### config.mk
export PLATFORM = sky130hd
export DESIGN_NAME = nvm_boot_loader
export DESIGN_NICKNAME = d
export VERILOG_FILES = /design/src/rtl/nvmb_pkg.sv /design/src/rtl/nvmb_tick.sv /design/src/rtl/nvmb_frame.sv /design/src/rtl/nvmb_rom.sv /design/src/rtl/nvm_boot_loader.sv
export SDC_FILE = /design/constraint.sdc
export NUM_CORES = 1
export LEC_CHECK = 0
export BUFFER_PORTS_ARGS = -buffer_cell sky130_fd_sc_hd__buf_2
export CAP_MARGIN = 20
export CORE_ASPECT_RATIO = 1.1
export CORE_MARGIN = 8
export CORE_UTILIZATION = 54
export DETAILED_ROUTE_END_ITERATION = 6
export PLACE_DENSITY = 0.84
export SYNTH_ARGS = -nofsm -noshare
export SYNTH_HDL_FRONTEND = slang
export SYNTH_SLANG_ARGS = --single-unit
### constraint.sdc
create_clock -name clk -period 2.8 [get_ports clk]
set_input_delay 0.7 -clock clk [delete_from_list [all_inputs] [get_ports clk]]
set_output_delay 0.7 -clock clk [all_outputs]
set_load 0.005 [all_outputs]
### src/rtl/nvmb_pkg.sv
package nvmb_pkg;

    localparam int NV_WORDS  = 16;
    localparam int NV_AW     = $clog2(NV_WORDS);
    localparam int DATA_W    = 16;
    localparam int BYTE_W    = 8;
    localparam int ROM_WORDS = 8;
    localparam int ROM_IW    = $clog2(ROM_WORDS);
    localparam int ROM_AW    = $clog2(ROM_WORDS * 2);
    localparam int CMD_W     = 3 + NV_AW;
    localparam int SLOTS     = CMD_W + DATA_W;
    localparam int N_STEPS   = ROM_WORDS + 2;
    localparam int STEP_W    = $clog2(N_STEPS);

    localparam logic [STEP_W-1:0] STEP_CFG  = STEP_W'(0);
    localparam logic [STEP_W-1:0] STEP_LOCK = STEP_W'(1);
    localparam logic [STEP_W-1:0] STEP_ROM0 = STEP_W'(2);
    localparam logic [STEP_W-1:0] STEP_LAST = STEP_W'(N_STEPS - 1);

    localparam logic [BYTE_W-1:0] LOCK_CODE = 8'h73;

    typedef enum logic [1:0] {PH_IDLE, PH_LO, PH_HI, PH_GAP} phase_t;
    typedef enum logic [1:0] {LD_IDLE, LD_ISSUE, LD_WAIT}   ld_t;

    typedef struct packed {
        logic [BYTE_W-1:0] a;
        logic [BYTE_W-1:0] b;
        logic [BYTE_W-1:0] c;
    } cfg_t;

    // Word address for a load step: config word, lock word, then ROM words.
    function automatic logic [NV_AW-1:0] step_addr(input logic [STEP_W-1:0] step);
        logic [STEP_W-1:0] rel;
        if (step == STEP_CFG)       return NV_AW'(NV_WORDS - 2);
        else if (step == STEP_LOCK) return NV_AW'(NV_WORDS - 1);
        rel = step - STEP_ROM0;
        return NV_AW'(rel);
    endfunction

    // Start bit, read opcode, address.
    function automatic logic [CMD_W-1:0] rd_cmd(input logic [NV_AW-1:0] addr);
        return {1'b1, 2'b10, addr};
    endfunction

endpackage

### src/rtl/nvmb_tick.sv
module nvmb_tick #(
    parameter int DIV = 4
) (
    input  logic clk,
    input  logic rst,
    input  logic clr,
    output logic tick
);
    localparam int CW = (DIV > 1) ? $clog2(DIV) : 1;

    logic [CW-1:0] cnt;

    assign tick = (cnt == CW'(DIV - 1));

    always_ff @(posedge clk) begin
        if (rst || clr)  cnt <= '0;
        else if (tick)   cnt <= '0;
        else             cnt <= cnt + 1'b1;
    end
endmodule

### src/rtl/nvmb_frame.sv
module nvmb_frame
    import nvmb_pkg::*;
#(
    parameter int DIV = 4
) (
    input  logic              clk,
    input  logic              rst,
    input  logic              abort,
    input  logic              start,
    input  logic [NV_AW-1:0]  addr,
    output logic              done,
    output logic [DATA_W-1:0] word,
    output logic              cs,
    output logic              sk,
    output logic              di,
    input  logic              do_i
);
    localparam int SLOT_W = $clog2(SLOTS + 1);

    phase_t            ph;
    logic [SLOT_W-1:0] slot;
    logic [CMD_W-1:0]  cmd_sr;
    logic              tick;
    logic              tick_clr;

    assign tick_clr = (ph == PH_IDLE);

    nvmb_tick #(.DIV(DIV)) u_tick (
        .clk  (clk),
        .rst  (rst),
        .clr  (tick_clr),
        .tick (tick)
    );

    always_ff @(posedge clk) begin
        if (rst || abort) begin
            ph     <= PH_IDLE;
            slot   <= '0;
            cmd_sr <= '0;
            word   <= '0;
            done   <= 1'b0;
            cs     <= 1'b0;
            sk     <= 1'b0;
            di     <= 1'b0;
        end else begin
            done <= 1'b0;
            unique case (ph)
                PH_IDLE: if (start) begin
                    cs     <= 1'b1;
                    sk     <= 1'b0;
                    di     <= rd_cmd(addr)[CMD_W-1];
                    cmd_sr <= rd_cmd(addr) << 1;
                    slot   <= '0;
                    ph     <= PH_LO;
                end
                PH_LO: if (tick) begin
                    sk <= 1'b1;
                    ph <= PH_HI;
                end
                PH_HI: if (tick) begin
                    sk <= 1'b0;
                    // last command slot samples the dummy bit; it leaves the window
                    if (int'(slot) >= CMD_W - 1)
                        word <= {word[DATA_W-2:0], do_i};
                    if (int'(slot) == SLOTS - 1) begin
                        cs <= 1'b0;
                        di <= 1'b0;
                        ph <= PH_GAP;
                    end else begin
                        slot   <= slot + 1'b1;
                        di     <= cmd_sr[CMD_W-1];
                        cmd_sr <= cmd_sr << 1;
                        ph     <= PH_LO;
                    end
                end
                PH_GAP: if (tick) begin
                    done <= 1'b1;
                    ph   <= PH_IDLE;
                end
                default: ph <= PH_IDLE;
            endcase
        end
    end
endmodule

### src/rtl/nvmb_rom.sv
module nvmb_rom
    import nvmb_pkg::*;
#(
    parameter int WORDS = ROM_WORDS,
    parameter int IW    = $clog2(WORDS),
    parameter int AW    = $clog2(WORDS * 2)
) (
    input  logic              clk,
    input  logic              rst,
    input  logic              we,
    input  logic [IW-1:0]     widx,
    input  logic [DATA_W-1:0] wdata,
    input  logic [AW-1:0]     raddr,
    output logic [BYTE_W-1:0] rdata
);
    logic [WORDS*DATA_W-1:0] flat;
    logic [DATA_W-1:0]       sel;

    for (genvar g = 0; g < WORDS; g++) begin : g_word
        logic [DATA_W-1:0] q;
        always_ff @(posedge clk) begin
            if (rst)                              q <= '0;
            else if (we && (widx == IW'(g)))      q <= wdata;
        end
        assign flat[g*DATA_W +: DATA_W] = q;
    end

    assign sel   = flat[raddr[AW-1:1]*DATA_W +: DATA_W];
    assign rdata = raddr[0] ? sel[DATA_W-1:BYTE_W] : sel[BYTE_W-1:0];
endmodule

### src/rtl/nvm_boot_loader.sv
module nvm_boot_loader
    import nvmb_pkg::*;
#(
    parameter int CLK_DIV = 125
) (
    input  logic              clk,
    input  logic              rst,
    input  logic              por_valid_i,
    input  logic              strap_nvm_cfg_i,
    input  logic [7:0]        strap_cfg_a_i,
    input  logic [7:0]        strap_cfg_b_i,
    input  logic [7:0]        strap_cfg_c_i,
    output logic              ee_cs_o,
    output logic              ee_sk_o,
    output logic              ee_di_o,
    input  logic              ee_do_i,
    output logic              busy_o,
    output logic [7:0]        cfg_a_o,
    output logic [7:0]        cfg_b_o,
    output logic [7:0]        cfg_c_o,
    output logic              lock_ok_o,
    input  logic [ROM_AW-1:0] rom_addr_i,
    output logic [7:0]        rom_data_o
);
    logic              por_q;
    logic              start_evt;
    ld_t               st;
    logic [STEP_W-1:0] step;
    logic              use_nvm;
    cfg_t              cfg;
    logic              lock_ok;
    logic              busy;

    logic              fr_start;
    logic              fr_done;
    logic [DATA_W-1:0] fr_word;
    logic [NV_AW-1:0]  fr_addr;

    logic              rom_we;
    logic [STEP_W-1:0] rom_rel;
    logic [ROM_IW-1:0] rom_widx;
    logic [7:0]        rom_rd;

    // Previous qualifier level is kept through reset so a fall is never missed.
    always_ff @(posedge clk) por_q <= por_valid_i;

    assign start_evt = por_q && !por_valid_i;
    assign fr_start  = (st == LD_ISSUE);
    assign fr_addr   = step_addr(step);

    nvmb_frame #(.DIV(CLK_DIV)) u_frame (
        .clk   (clk),
        .rst   (rst),
        .abort (start_evt),
        .start (fr_start),
        .addr  (fr_addr),
        .done  (fr_done),
        .word  (fr_word),
        .cs    (ee_cs_o),
        .sk    (ee_sk_o),
        .di    (ee_di_o),
        .do_i  (ee_do_i)
    );

    assign rom_we   = (st == LD_WAIT) && fr_done && (step >= STEP_ROM0);
    assign rom_rel  = step - STEP_ROM0;
    assign rom_widx = rom_rel[ROM_IW-1:0];

    nvmb_rom #(.WORDS(ROM_WORDS)) u_rom (
        .clk   (clk),
        .rst   (rst),
        .we    (rom_we),
        .widx  (rom_widx),
        .wdata (fr_word),
        .raddr (rom_addr_i),
        .rdata (rom_rd)
    );

    always_ff @(posedge clk) begin
        if (rst) begin
            st      <= LD_IDLE;
            step    <= '0;
            use_nvm <= 1'b0;
            cfg     <= '0;
            lock_ok <= 1'b0;
            busy    <= 1'b0;
        end else begin
            if (por_valid_i) begin
                cfg     <= '{a: strap_cfg_a_i, b: strap_cfg_b_i, c: strap_cfg_c_i};
                use_nvm <= strap_nvm_cfg_i;
            end
            if (start_evt) begin
                busy <= 1'b1;
                st   <= LD_ISSUE;
                step <= use_nvm ? STEP_CFG : STEP_LOCK;
            end else begin
                unique case (st)
                    LD_ISSUE: st <= LD_WAIT;
                    LD_WAIT: if (fr_done) begin
                        if (step == STEP_CFG) begin
                            cfg.a <= fr_word[BYTE_W-1:0];
                            cfg.b <= fr_word[DATA_W-1:BYTE_W];
                        end
                        if (step == STEP_LOCK) begin
                            if (use_nvm) cfg.c <= fr_word[BYTE_W-1:0];
                            lock_ok <= (fr_word[DATA_W-1:BYTE_W] == LOCK_CODE);
                        end
                        if (step == STEP_LAST) begin
                            st   <= LD_IDLE;
                            busy <= 1'b0;
                        end else begin
                            step <= step + 1'b1;
                            st   <= LD_ISSUE;
                        end
                    end
                    default: ;
                endcase
            end
        end
    end

    assign busy_o     = busy;
    assign cfg_a_o    = cfg.a;
    assign cfg_b_o    = cfg.b;
    assign cfg_c_o    = cfg.c;
    assign lock_ok_o  = lock_ok;
    assign rom_data_o = busy ? 8'h00 : rom_rd;
endmodule

Word level (Yosys, flattened, before mapping). Index checks and enable logic that the tools add are counted.

Memories kept: 0. Bits in writable memories: 0. Register bits: 203. Output and inout port bits: 37. Word-level logic and storage cells: 153. ROM bits: 0. Bits in latches: 0.

Multipliers: 0. Div/mod/pow operators: 0. Equal/unequal tests: 26. Mux-type cells: 53. $lt $le $gt $ge: 2. Reduce and logical (&&, ||, !) cells: 38. Shifts and indexed selects: 1. Bitwise gates (word level): 2. Add/sub/neg operators: 4.

Operators with widths (count): $shiftx A128 B8 Y16 (1); $mux W24 (4); $mux W8 (4); $mux W4 (7); $mux W7 (3); $reduce_and A4 Y1 (5); $mux W1 (18); $mux W16 (1); $mux W5 (3); $pmux W7 S2 (1); $eq A3 B3 Y1 const B (4); $mux W2 (6); $ne A2 B1 Y1 const B (6); $reduce_and A3 Y1 (4); $logic_and A1 B1 Y1 (11); $pmux W5 S2 (1); $reduce_bool A2 Y1 (5); $eq A8 B7 Y1 const B (1); $pmux W2 S4 (1); $add A7 B1 Y7 const B (1); $eq A7 B7 Y1 const B (1); $eq A2 B2 Y1 const B (3); $eq A3 B2 Y1 const B (2); $reduce_bool A3 Y1 (2); other kinds (23) (31).

Logic depth before layout (Yosys ltp). Gate-level depths: netlist of run 1.

Depth in word-level cells: 6. Gate-level depth with buffers: 8.

Hierarchy. Synthesis of run 1 repeated with hierarchy kept, for this count alone.

Cells, all modules: 1026. Area, all modules: 9125.0 um2.

Modules (own cells, without submodules): nvmb_rom (instances 1, cells each 660, seq. area each 2562.5 um2, area each 5695.5 um2); nvm_boot_loader (instances 1, cells each 184, seq. area each 680.7 um2, area each 1732.9 um2); nvmb_frame (instances 1, cells each 146, seq. area each 660.6 um2, area each 1380.1 um2); nvmb_tick (instances 1, cells each 36, seq. area each 140.1 um2, area each 316.6 um2).

Least setup slack after synthesis of run 1. OpenSTA, ideal clock, no wires.

Path kind: input port to output port. From: in rom_addr_i[1]. To: out rom_data_o[5]. Buffers on the path: 3. Stages on the path: 6. Setup slack: 49 ps. Arrival: 2051 ps. Cell sequence: buf_2 > buf_2 > buf_2 > mux4_2 > o221ai_1 > nand2_1.

Cells in the longest elaborated chain, start to end: 3.

Ends and longest elaborated chain: from (decl) (RTL line nvm_boot_loader.sv:22) `input logic [ROM_AW-1:0] rom_addr_i,`; $shiftx A128 B8 Y16 (RTL line nvmb_rom.sv:28) `assign sel = flat[raddr[AW-1:1]*DATA_W +: DATA_W];`; $mux W8 (RTL line nvmb_rom.sv:29) `assign rdata = raddr[0] ? sel[DATA_W-1:BYTE_W] : sel[BYTE_W-1:0];`; $mux W8 (RTL line nvm_boot_loader.sv:127) `assign rom_data_o = busy ? 8'h00 : rom_rd;`; to (decl) (RTL line nvm_boot_loader.sv:23) `output logic [7:0] rom_data_o`.

No other way between the ends.

Worst setup path after layout of run 1.
From: in rom_addr_i[1]. To: out rom_data_o[6].

Same word-level chain as after synthesis.

==> summary.txt, run 1 <==
Final TNS setup - 0 ps
Final core utilization - 0.6323
Initial DRC Count - 712
Worst-Margin Slew - 755.0 ps
Clock Skew - 15.93 ps
Rows - 49
Most common cell after layout, fill and taps aside - dfxtp_1
Synthesized cell area - 9002 sq um
Critical-path maximum fanout - 10
Design area - 10350 sq um
Antenna viol nets, final - 0
Vias/cell - 5.899
Worst Setup Path Type - input port to primary output
Req. time, crit path - 2100 ps
CTS tree - built
Clock slew at reported path FFs - 60 ps
Area of the multi-input gates - 4589 sq um
Run status - finished clean
Worst r2r src - step[1]$_SDFFE_PP0P_
Critical path startpoint - rom_addr_i[1]
CTS Buf Count - 22
Most frequent cells in the layout - dfxtp_1 (202), nor2_1 (171), mux2i_1 (167)
CTS max path bufs - 3
Routed len/inst - 18.59 um
RePlAce Congestion - 0.8463
Starting density of the core - 0.5500
First-pass GRT wire length - 35.02 mm
Seq cells post-synth - 202
Power Density - 600.5 nW/um^2
Area after DPL - 9568 sq um
Crit path time final - 2764 ps
IO buf count - 69
Post-Syn Nets - 973
Crit. End Element - primary output
Die area - 21060 sq um
Pleak - 4.253 nW
Layout cell share with drive strength beyond 1 - 0.1771
EDFF count, synth - 0
Ant diodes - 0
Arr. time, crit path - 2060 ps
Synth cell types - 52
Fmax - 361.8 MHz
Vias - 7032
Synth async-reset ratio - 0
Remaining DRCs - 0
Area delta synth->final - 14.97%
Clk sinks - 202
Register area - 4044 sq um
Post-CTS setup buffers - 0
CORE AREA - 16370 sq um
Largest net degree at the start of global routing - 155
Clk_lat worst skew - 510 ps
Inst Count DP - 1152
Root Driver - clkbuf_16
HP Class - input port to flip-flop
Worst VDD drop - 0.0005817 V
DP Wirelength - 14.35 mm
Most used DFF post-synth - dfxtp_1
Synth Instances - 930
Avg Inst Size Synth - 9.680 sq um
Slew HR - 0.4920
Seq/Total Area, Yosys - 0.4492
Top-Level Pins - 70
FILL cells - 1256
Final period utilization - 0.9871
Gr ovfl total - 0
Yosys warning count - 0
Post-Layout Cell Count - 1192
Fin. Hold Viols - 0
CP startpoint kind - input port
Slew Viols, Final - 0
Final setup vio count - 0
Layout Nets - 1015
Vias in the first global route - 6652
Die width - 139.1 um
RSZ-0062 raised after global routing - no
Pre-antenna DRT Iters - 5
Min-Delay Startpoint - por_valid_i
Total power - 0.006215 W
Die height - 151.4 um
Max cap viols - 0
GRT Total Usage - 0.2023
Total Wirelength - 22.16 mm
Initial antenna violation count - 0
H-Tree Depth - 1
-- path summary, 6_finish.rpt --
kind	end	slack, ps	depth (start not counted)
hold / removal	por_q$_DFF_P_	340	1
hold reg to reg	u_rom.g_word[0].q[11]$_SDFFE_PP0P_	460	2
setup / recovery	rom_data_o[6]	40	6
setup reg to reg	u_rom.g_word[5].q[1]$_SDFFE_PP0P_	450	6
-- metal layers --
| layer | vias to the layer above | track usage | wire length (um) |
|---|---|---|---|
| met5 | - | 0 | 0 |
| met4 | 0 | 0.05437 | 414 |
| met3 | 36 | 0.03436 | 1505 |
| met2 | 243 | 0.3389 | 10200 |
| met1 | 3398 | 0.2665 | 10040 |
| li1 | 3355 | - | - |
-- state kept, by name, indices dropped and copies added (netlist names), 2 cells and up --
signal              flops
cfg_a_o                 8
cfg_b_o                 8
cfg_c_o                 8
st                      2
step                    4
u_frame.cmd_sr          6
u_frame.ph              2
u_frame.slot            5
u_frame.u_tick.cnt      7
u_frame.word           16
u_rom.g_word.q        128
-- synthesized netlist by cell type, types with 2 or more instances --
library cell | count | share of area
ha_1 | 10 | 0.014
a221oi_1 | 8 | 0.0078
xor2_1 | 4 | 0.0039
o21ai_0 | 14 | 0.0078
o31ai_1 | 2 | 0.0017
nor2b_1 | 11 | 0.0076
o211ai_1 | 7 | 0.0058
mux2i_1 | 167 | 0.19
a22oi_1 | 9 | 0.0075
buf_2 | 26 | 0.014
and4_1 | 3 | 0.0029
nand3b_1 | 2 | 0.0017
nand4b_1 | 2 | 0.0019
buf_6 | 6 | 0.0075
nand4_1 | 5 | 0.0035
a21oi_1 | 35 | 0.019
nand3_1 | 19 | 0.011
a21boi_0 | 2 | 0.0017
clkbuf_1 | 45 | 0.019
xnor2_1 | 4 | 0.0039
or3_1 | 2 | 0.0014
mux2_2 | 7 | 0.0088
nand2_1 | 52 | 0.022
nor2_1 | 171 | 0.071
nand4_2 | 3 | 0.0042
buf_1 | 4 | 0.0017
a211oi_1 | 17 | 0.014
nor3_1 | 21 | 0.012
inv_1 | 9 | 0.0038
dfxtp_1 | 202 | 0.45
o221ai_1 | 8 | 0.0078
nand2b_1 | 11 | 0.0076
mux4_2 | 19 | 0.048
nor4b_1 | 4 | 0.0039
nor3b_1 | 2 | 0.0017
-- per-stage QoR --
step / setup slack, ps / hold WS (ps)
finish: 36.19 / 335.9
global route: 0.05573 / 346.6
CTS: 20.78 / 328.9
detailed placement: 49.58 / 447.1
global placement: 72.48 / 441.9
floorplan: 48.82 / 430.0
-- power breakdown --
part / switching [W] / internal, W / total [W]
registers: 0.0000208 / 0.00290 / 0.00292
clock network: 0.00119 / 0.00179 / 0.00297
logic: 0.000184 / 0.000134 / 0.000318
-- timing repair --
item,in CTS,in global routing
endpoints found under the hold margin,0,0
resized for setup,0,5
hold buffers,0,0
setup endpoints to repair,0,6
-- cell type report --
class	count	share of cell area
multi-input combinational	637	0.4434
clock inverter	6	0.007253
sequential	202	0.3907
timing repair buffer	99	0.06407
inverter	10	0.003627
tap	204	0.02466
clock buffer	34	0.06625
-- worst max-delay path: stages --
cell and delay, ps:
buf_4 140, buf_12 150, mux4_2 520, a22oi_2 170, o211ai_1 190, buf_2 180
-- logic make-up after synthesis --
group                    count (synthesis)  synth area share
flip-flops                             202            0.4492
multiplexers                           193            0.2420
AND/OR/NAND/NOR                        316            0.1590
adder cells (fa/ha/maj)                 10           0.01390
XOR/XNOR                                 8          0.007782
buffers and inverters                   91           0.04656
AO/OA/AOI/OAI                          110           0.08159
Power figures use the tool's default switching activity.
==> run 2: changes to the inputs <==
==> constraint.sdc (replaced) <==
create_clock -name clk -period 2.8 [get_ports clk]
set_input_delay 0.28 -clock clk [delete_from_list [all_inputs] [get_ports clk]]
set_output_delay 0.28 -clock clk [all_outputs]
set_load 0.005 [all_outputs]
==> run 2 against run 1 <==
Net effect:
- wire length down 1.8%
- die area unchanged
- sequential cell count unchanged
- critical path depth down 2
- count of clock-buffer cells in the layout down 10
==> summary.txt, run 2 (same netlist as run 1, synthesis figures left out) <==
Run status - finished clean (unchanged)
Routed len/inst - 18.31 um (was 18.59 um)
CTS max path bufs - 3 (unchanged)
Hold EP - use_nvm$_SDFFE_PP0P_ (was por_q$_DFF_P_)
Final core utilization - 0.6221 (was 0.6323)
Top-Level Pins - 70 (unchanged)
Inst Count DP - 1149 (was 1152)
Layout cell share with drive strength beyond 1 - 0.1717 (was 0.1771)
Slew Viols, Final - 0 (unchanged)
Vias - 7014 (was 7032)
Critical-path maximum fanout - 9 (was 10)
Clk_lat worst skew - 500 ps (was 510 ps)
Max cap viols - 0 (unchanged)
Max stage delay cell, worst path - nor2_1 (was mux4_2)
Pre-antenna DRT Iters - 5 (unchanged)
First-pass GRT wire length - 35.56 mm (was 35.02 mm)
Logic gate share of total power - 0.050 (was 0.051)
Final setup margin - 262.6 ps (was 36.19 ps)
DP Wirelength - 13.95 mm (was 14.35 mm)
Post-CTS setup buffers - 0 (unchanged)
Fin. Hold Viols - 0 (unchanged)
Req. time, crit path - 2520 ps (was 2100 ps)
CP startpoint kind - flip-flop (was input port)
Initial antenna violation count - 0 (unchanged)
Remaining DRCs - 0 (unchanged)
Die height - 151.4 um (unchanged)
Rows - 49 (unchanged)
Ant diodes - 0 (unchanged)
Sequential Power Share - 0.483 (was 0.471)
Clk sinks - 202 (unchanged)
R2R depth - 7 (was 6)
Power Density - 594.5 nW/um^2 (was 600.5 nW/um^2)
Hold path cells - 3 (was 1)
Sw frac - 0.2215 (was 0.2238)
Crit. End Element - primary output (unchanged)
Int Pwr - 0.004713 W (was 0.004824 W)
Slew HR - 0.3386 (was 0.4920)
Antenna viol nets, final - 0 (unchanged)
CTS Buf Count - 21 (was 22)
Gr ovfl total - 0 (unchanged)
Die area - 21060 sq um (unchanged)
Largest reg by FF count - u_rom.g_word.q (unchanged)
Max reg flops - 128 (unchanged)
Starting density of the core - 0.5500 (unchanged)
Arr. time, crit path - 2260 ps (was 2060 ps)
Worst Setup Path Type - flip-flop to primary output (was input port to primary output)
Clock Skew - 18.21 ps (was 15.93 ps)
Crit path time final - 2537 ps (was 2764 ps)
Biggest regs - u_rom.g_word.q: 128 flops, u_frame.word: 16 flops (unchanged)
R2R setup slack - 460 ps (was 450 ps)
Fmax - 394.1 MHz (was 361.8 MHz)
Worst path max stage delay - 650 ps (was 520 ps)
H-Tree Depth - 1 (unchanged)
Final period utilization - 0.9062 (was 0.9871)
RePlAce Congestion - 0.8397 (was 0.8463)
Worst r2r src - step[1]$_SDFFE_PP0P_ (unchanged)
Hold-fix buffers, CTS - 1 (was 0)
Delay-heaviest family, CP - simple AND/OR/NAND/NOR gates (was multiplexers)
Clock Power Share - 0.467 (was 0.478)
Largest net degree at the start of global routing - 96 (was 155)
Most common cell after layout, fill and taps aside - dfxtp_1 (unchanged)
Crit-path cells - nor2_1, a22oi_1, o211ai_1, buf_2 (was buf_4, buf_12, mux4_2, a22oi_2, o211ai_1, buf_2)
Vias/cell - 5.904 (was 5.899)
GRT Total Usage - 0.2050 (was 0.2023)
Min-Delay Startpoint - strap_nvm_cfg_i (was por_valid_i)
RSZ-0062 raised after global routing - no (unchanged)
Worst VDD drop - 0.0004727 V (was 0.0005817 V)
IO buf count - 69 (unchanged)
Initial DRC Count - 549 (was 712)
Layout Nets - 1012 (was 1015)
Clock slew at reported path FFs - 60 ps (about the same)
Area delta synth->final - 13.12% (was 14.97%)
Pre-CTS setup slack - 470.9 ps (was 49.58 ps)
NetSw - 0.001341 W (was 0.001391 W)
Final TNS setup - 0 ps (unchanged)
Vias in the first global route - 6859 (was 6652)
Die width - 139.1 um (unchanged)
Total Wirelength - 21.75 mm (was 22.16 mm)
Post-Layout Cell Count - 1188 (was 1192)
Most frequent cells in the layout - dfxtp_1 (202), nor2_1 (171), mux2i_1 (167) (unchanged)
R2r endpoint - u_rom.g_word[7].q[7]$_SDFFE_PP0P_ (was u_rom.g_word[5].q[1]$_SDFFE_PP0P_)
PostCTS Resize Cnt - 0 (unchanged)
Buffer and inverter count on the worst path - 1 (was 3)
Pleak - 4.194 nW (was 4.253 nW)
HP Class - input port to flip-flop (unchanged)
Final setup vio count - 0 (unchanged)
Worst-Margin Slew - 992.1 ps (was 755.0 ps)
CORE AREA - 16370 sq um (unchanged)
Root Driver - clkbuf_16 (unchanged)
CTS tree - built (unchanged)
[run 2: worst max path at each step]
stage,endpoint,cells after the start,startpoint,slack [ps]
after CTS,rom_data_o[6],4,busy_o$_SDFFE_PP0P_,250
after global placement,u_rom.g_word[7].q[10]$_SDFFE_PP0P_,7,step[1]$_SDFFE_PP0P_,590
after floorplan,u_rom.g_word[5].q[15]$_SDFFE_PP0P_,8,step[1]$_SDFFE_PP0P_,620
after detailed placement,u_rom.g_word[5].q[4]$_SDFFE_PP0P_,7,step[1]$_SDFFE_PP0P_,470
after global routing,rom_data_o[6],4,busy_o$_SDFFE_PP0P_,130
final,rom_data_o[6],4,busy_o$_SDFFE_PP0P_,260
[run 2: power by group through the flow]
stage / Sequential [W] / Combinational, W / Clock [W]
2_1_floorplan: 0.00298 / 0.000191 / 0
3_3_place_gp: 0.00299 / 0.000298 / 0
3_5_place_dp: 0.00299 / 0.000301 / 0
4_1_cts: 0.00292 / 0.000304 / 0.00287
5_1_grt: 0.00293 / 0.000331 / 0.00300
6_report: 0.00292 / 0.000305 / 0.00283
[run 2: stage by stage]
step / power, W / hold WS [ps] / cell area, sq um
final: 0.006054 / 36.47 / 10180
after global routing: 0.006253 / 26.31 / 10180
after CTS: 0.006093 / 29.82 / 10180
after detailed placement: 0.003287 / 430.5 / 9470
after global placement: 0.003283 / 427.6 / 9470
after floorplan: 0.003174 / 307.7 / 9002
[run 2: metal layers]
metal / up-vias / global-route usage / routed length [um] / share of wire
met5: - / 0 / 0 / 0
met4: 0 / 0.08292 / 609 / 0.028
met3: 45 / 0.04603 / 1723 / 0.079
met2: 280 / 0.3429 / 9978 / 0.46
met1: 3345 / 0.2537 / 9439 / 0.43
li1: 3344 / - / - / -
[run 2: worst min-delay path, cell delays in order]
cell and delay, ps:
buf_2 80, mux2i_1 60, nor2_1 80
[run 2: cell type report]
cell class | instances | area [sq um]
fillers | 1278 | 6186
multi-input cells | 637 | 4571
flip-flops and latches | 202 | 4044
repair buffers | 97 | 573.1
clock buffers | 24 | 546.8
well taps | 204 | 255.2
clock inverters | 14 | 156.4
inverters | 10 | 37.54
==> run 3: changes to the inputs <==
--- a/config.mk
+++ b/config.mk
@@ -5,6 +5,7 @@
 export SDC_FILE = /design/constraint.sdc
 export NUM_CORES = 1
 export LEC_CHECK = 0
+export ABC_AREA = 1
 export BUFFER_PORTS_ARGS = -buffer_cell sky130_fd_sc_hd__buf_2
 export CAP_MARGIN = 20
 export CORE_ASPECT_RATIO = 1.1
==> run 3 against run 2 <==
Net effect:
- sequential share of layout area decreased by 1.7 points
- first-iteration DRC count is 74% higher
- final area grew 4.6%
- worst hold slack better by 4.4 ps
- critical endpoint is now u_rom.g_word[5].q[12]$_SDFFE_PP0P_
- largest cell class unchanged
==> summary.txt, run 3 <==
Run status - finished clean (unchanged)
Clock slew at reported path FFs - 60 ps (about the same)
Worst Setup Path Type - flip-flop to flip-flop (was flip-flop to primary output)
Synthesized cell area - 9447 sq um (was 9002 sq um)
Die height - 154.7 um (was 151.4 um)
Adder-cell share of the synthesized area - 0.01325 (was 0.01390)
CTS Buf Count - 22 (was 21)
DP Wirelength - 17.09 mm (was 13.95 mm)
Yosys warning count - 0 (unchanged)
RePlAce Congestion - 0.8951 (was 0.8397)
Max reg flops - 128 (unchanged)
Largest net degree at the start of global routing - 109 (was 96)
IO buf count - 69 (unchanged)
Largest family of logic cells by synthesized area - simple AND/OR/NAND/NOR gates (was multiplexers)
Vias - 9364 (was 7014)
Total Wirelength - 26.78 mm (was 21.75 mm)
Final TNS setup - 0 ps (unchanged)
Power Density - 602.7 nW/um^2 (was 594.5 nW/um^2)
Area contributors post-synth - dfxtp_1 (43%), nand2_1 (13%), a21oi_1 (9.4%) (was dfxtp_1 (45%), mux2i_1 (19%), nor2_1 (7.1%))
Die area - 21990 sq um (was 21060 sq um)
CTS tree - built (unchanged)
Synth cell types - 35 (was 52)
Fmax - 463.2 MHz (was 394.1 MHz)
Initial DRC Count - 958 (was 549)
Synth Area in Compound Gates - 0.1558 (was 0.08158)
Antenna viol nets, final - 0 (unchanged)
Die width - 142.1 um (was 139.1 um)
Final setup margin - 640.9 ps (was 262.6 ps)
CORE AREA - 17080 sq um (was 16370 sq um)
Pre-CTS setup slack - 717.5 ps (was 470.9 ps)
Top-count cell post-synth - nand2_1 (was dfxtp_1)
EDFF count, synth - 0 (unchanged)
Hold-fix buffers, CTS - 0 (was 1)
RSZ-0062 raised after global routing - no (unchanged)
Final period utilization - 0.7711 (was 0.9062)
Clk_lat worst skew - 510 ps (was 500 ps)
Seq/Total Area, Yosys - 0.4281 (was 0.4492)
Fin. Hold Viols - 0 (unchanged)
CTS max path bufs - 3 (unchanged)
Final hold slack - 40.91 ps (was 36.47 ps)
Remaining DRCs - 0 (unchanged)
Largest reg by FF count - u_rom.g_word.q (unchanged)
Synth Instances - 1412 (was 930)
Avg Inst Size Synth - 6.690 sq um (was 9.680 sq um)
Starting density of the core - 0.5531 (was 0.5500)
Area delta synth->final - 12.72% (was 13.12%)
Slew HR - 0.3407 (was 0.3386)
Clk sinks - 202 (unchanged)
H-Tree Depth - 1 (unchanged)
Max cap viols - 0 (unchanged)
Post-synthesis mux area share - 0 (was 0.2420)
Total power - 0.006417 W (was 0.006054 W)
Gr ovfl total - 0 (unchanged)
Layout cell share with drive strength beyond 1 - 0.1033 (was 0.1717)
Clock Skew - 9.093 ps (was 18.21 ps)
First-pass GRT wire length - 43.68 mm (was 35.56 mm)
Seq cells post-synth - 202 (unchanged)
Root Driver - clkbuf_16 (unchanged)
Biggest regs - u_rom.g_word.q: 128 flops, u_frame.word: 16 flops (unchanged)
Vias in the first global route - 8691 (was 6859)
Top-Level Pins - 70 (unchanged)
Post-synth top area cell - dfxtp_1 (unchanged)
Layout Nets - 1479 (was 1012)
Most used DFF post-synth - dfxtp_1 (unchanged)
Most frequent cells in the layout - nand2_1 (335), dfxtp_1 (202), a21oi_1 (178) (was dfxtp_1 (202), nor2_1 (171), mux2i_1 (167))
Worst VDD drop - 0.0005799 V (was 0.0004727 V)
Req. time, crit path - 3230 ps (was 2520 ps)
Synth top area share - 0.4281 (was 0.4492)
Simple-gate area share of the yosys netlist - 0.2972 (was 0.1590)
Critical-path maximum fanout - 24 (was 9)
Final core utilization - 0.6234 (was 0.6221)
CP startpoint kind - flip-flop (unchanged)
Final setup vio count - 0 (unchanged)
Pre-antenna DRT Iters - 5 (unchanged)
PostCTS Resize Cnt - 0 (unchanged)
Post-CTS setup buffers - 0 (unchanged)
Pleak - 4.393 nW (was 4.194 nW)
Rows - 50 (was 49)
Top post-synthesis cells by count - nand2_1 (335), dfxtp_1 (202), a21oi_1 (178) (was dfxtp_1 (202), nor2_1 (171), mux2i_1 (167))
Worst-Margin Slew - 987.8 ps (was 992.1 ps)
Arr. time, crit path - 2580 ps (was 2260 ps)
Initial antenna violation count - 0 (unchanged)
Xor/xnor share of the synthesized area - 0.004636 (was 0.007783)
HP Class - input port to flip-flop (unchanged)
Ant diodes - 0 (unchanged)
Slew Viols, Final - 0 (unchanged)
Crit. End Element - flip-flop (was primary output)
Crit path time final - 2159 ps (was 2537 ps)
Routed len/inst - 15.88 um (was 18.31 um)
Post-Syn Nets - 1455 (was 973)
GRT Total Usage - 0.2405 (was 0.2050)
Synth async-reset ratio - 0 (unchanged)
Vias/cell - 5.554 (was 5.904)
Most common cell after layout, fill and taps aside - nand2_1 (was dfxtp_1)
## run 3: cell count changes after synthesis, sizes merged, moves of 24 or more
cell   previous run  this run
a21oi            35       178
inv               9       139
nand2            52       337
nand3            19       171
mux2i           167         0
o21ai            14       112
nor2            171       147
## run 3: per-layer routing
layer | wire length (um) | vias to the layer above | track usage
met5 | 0 | - | 0
met4 | 1229 | 0 | 0.1239
met3 | 2196 | 95 | 0.04433
met2 | 12420 | 388 | 0.3866
met1 | 10930 | 4293 | 0.3013
li1 | - | 4588 | -
## run 3: critical path: stages (launching register included)
cell and delay, ps:
dfxtp_1 430, inv_1 130, ha_1 430, nor2_4 490, buf_4 330, nand3_1 90, a21oi_1 170
## run 3: logic make-up after synthesis
family,after synthesis
DFF,202
adders and majority gates,10
buffers and inverters,233
xor gates and xnor gates,5
and+or+nand+nor,669
AOI/OAI and AO/OA,293
## run 3: area by class of cell
type	instances	area [sq um]
Multi-Input combinational cell	977	4451
Clock buffer	32	649.4
Sequential cell	202	4044
Fill cell	1539	6431
Clock inverter	8	122.6
Inverter	140	525.5
Timing Repair Buffer	93	563.0
Tap cell	234	292.8
## run 3: power by group
part | switching, W | internal [W] | total (W)
clock | 0.00119 | 0.00189 | 0.00308
combinational | 0.000272 | 0.000142 | 0.000415
sequential | 0.0000207 | 0.00290 | 0.00292
## run 3: final timing paths
| path | slack (ps) | to | cells past startpoint | start |
|---|---|---|---|---|
| max reg2reg | 640 | u_rom.g_word[5].q[12]$_SDFFE_PP0P_ | 6 | step[1]$_SDFFE_PP0P_ |
| min | 40 | u_frame.word[0]$_SDFFE_PP0P_ | 3 | ee_do_i |
| max | 640 | u_rom.g_word[5].q[12]$_SDFFE_PP0P_ | 6 | step[1]$_SDFFE_PP0P_ |
| min reg2reg | 460 | u_rom.g_word[7].q[0]$_SDFFE_PP0P_ | 2 | u_rom.g_word[7].q[0]$_SDFFE_PP0P_ |
## run 3: through the flow
step / instance area [sq um] / instances
CTS: 10650 / 1686
detailed placement: 9876 / 1646
global placement: 9876 / 1646
finish: 10650 / 1686
global route: 10650 / 1686
floorplan: 9447 / 1412
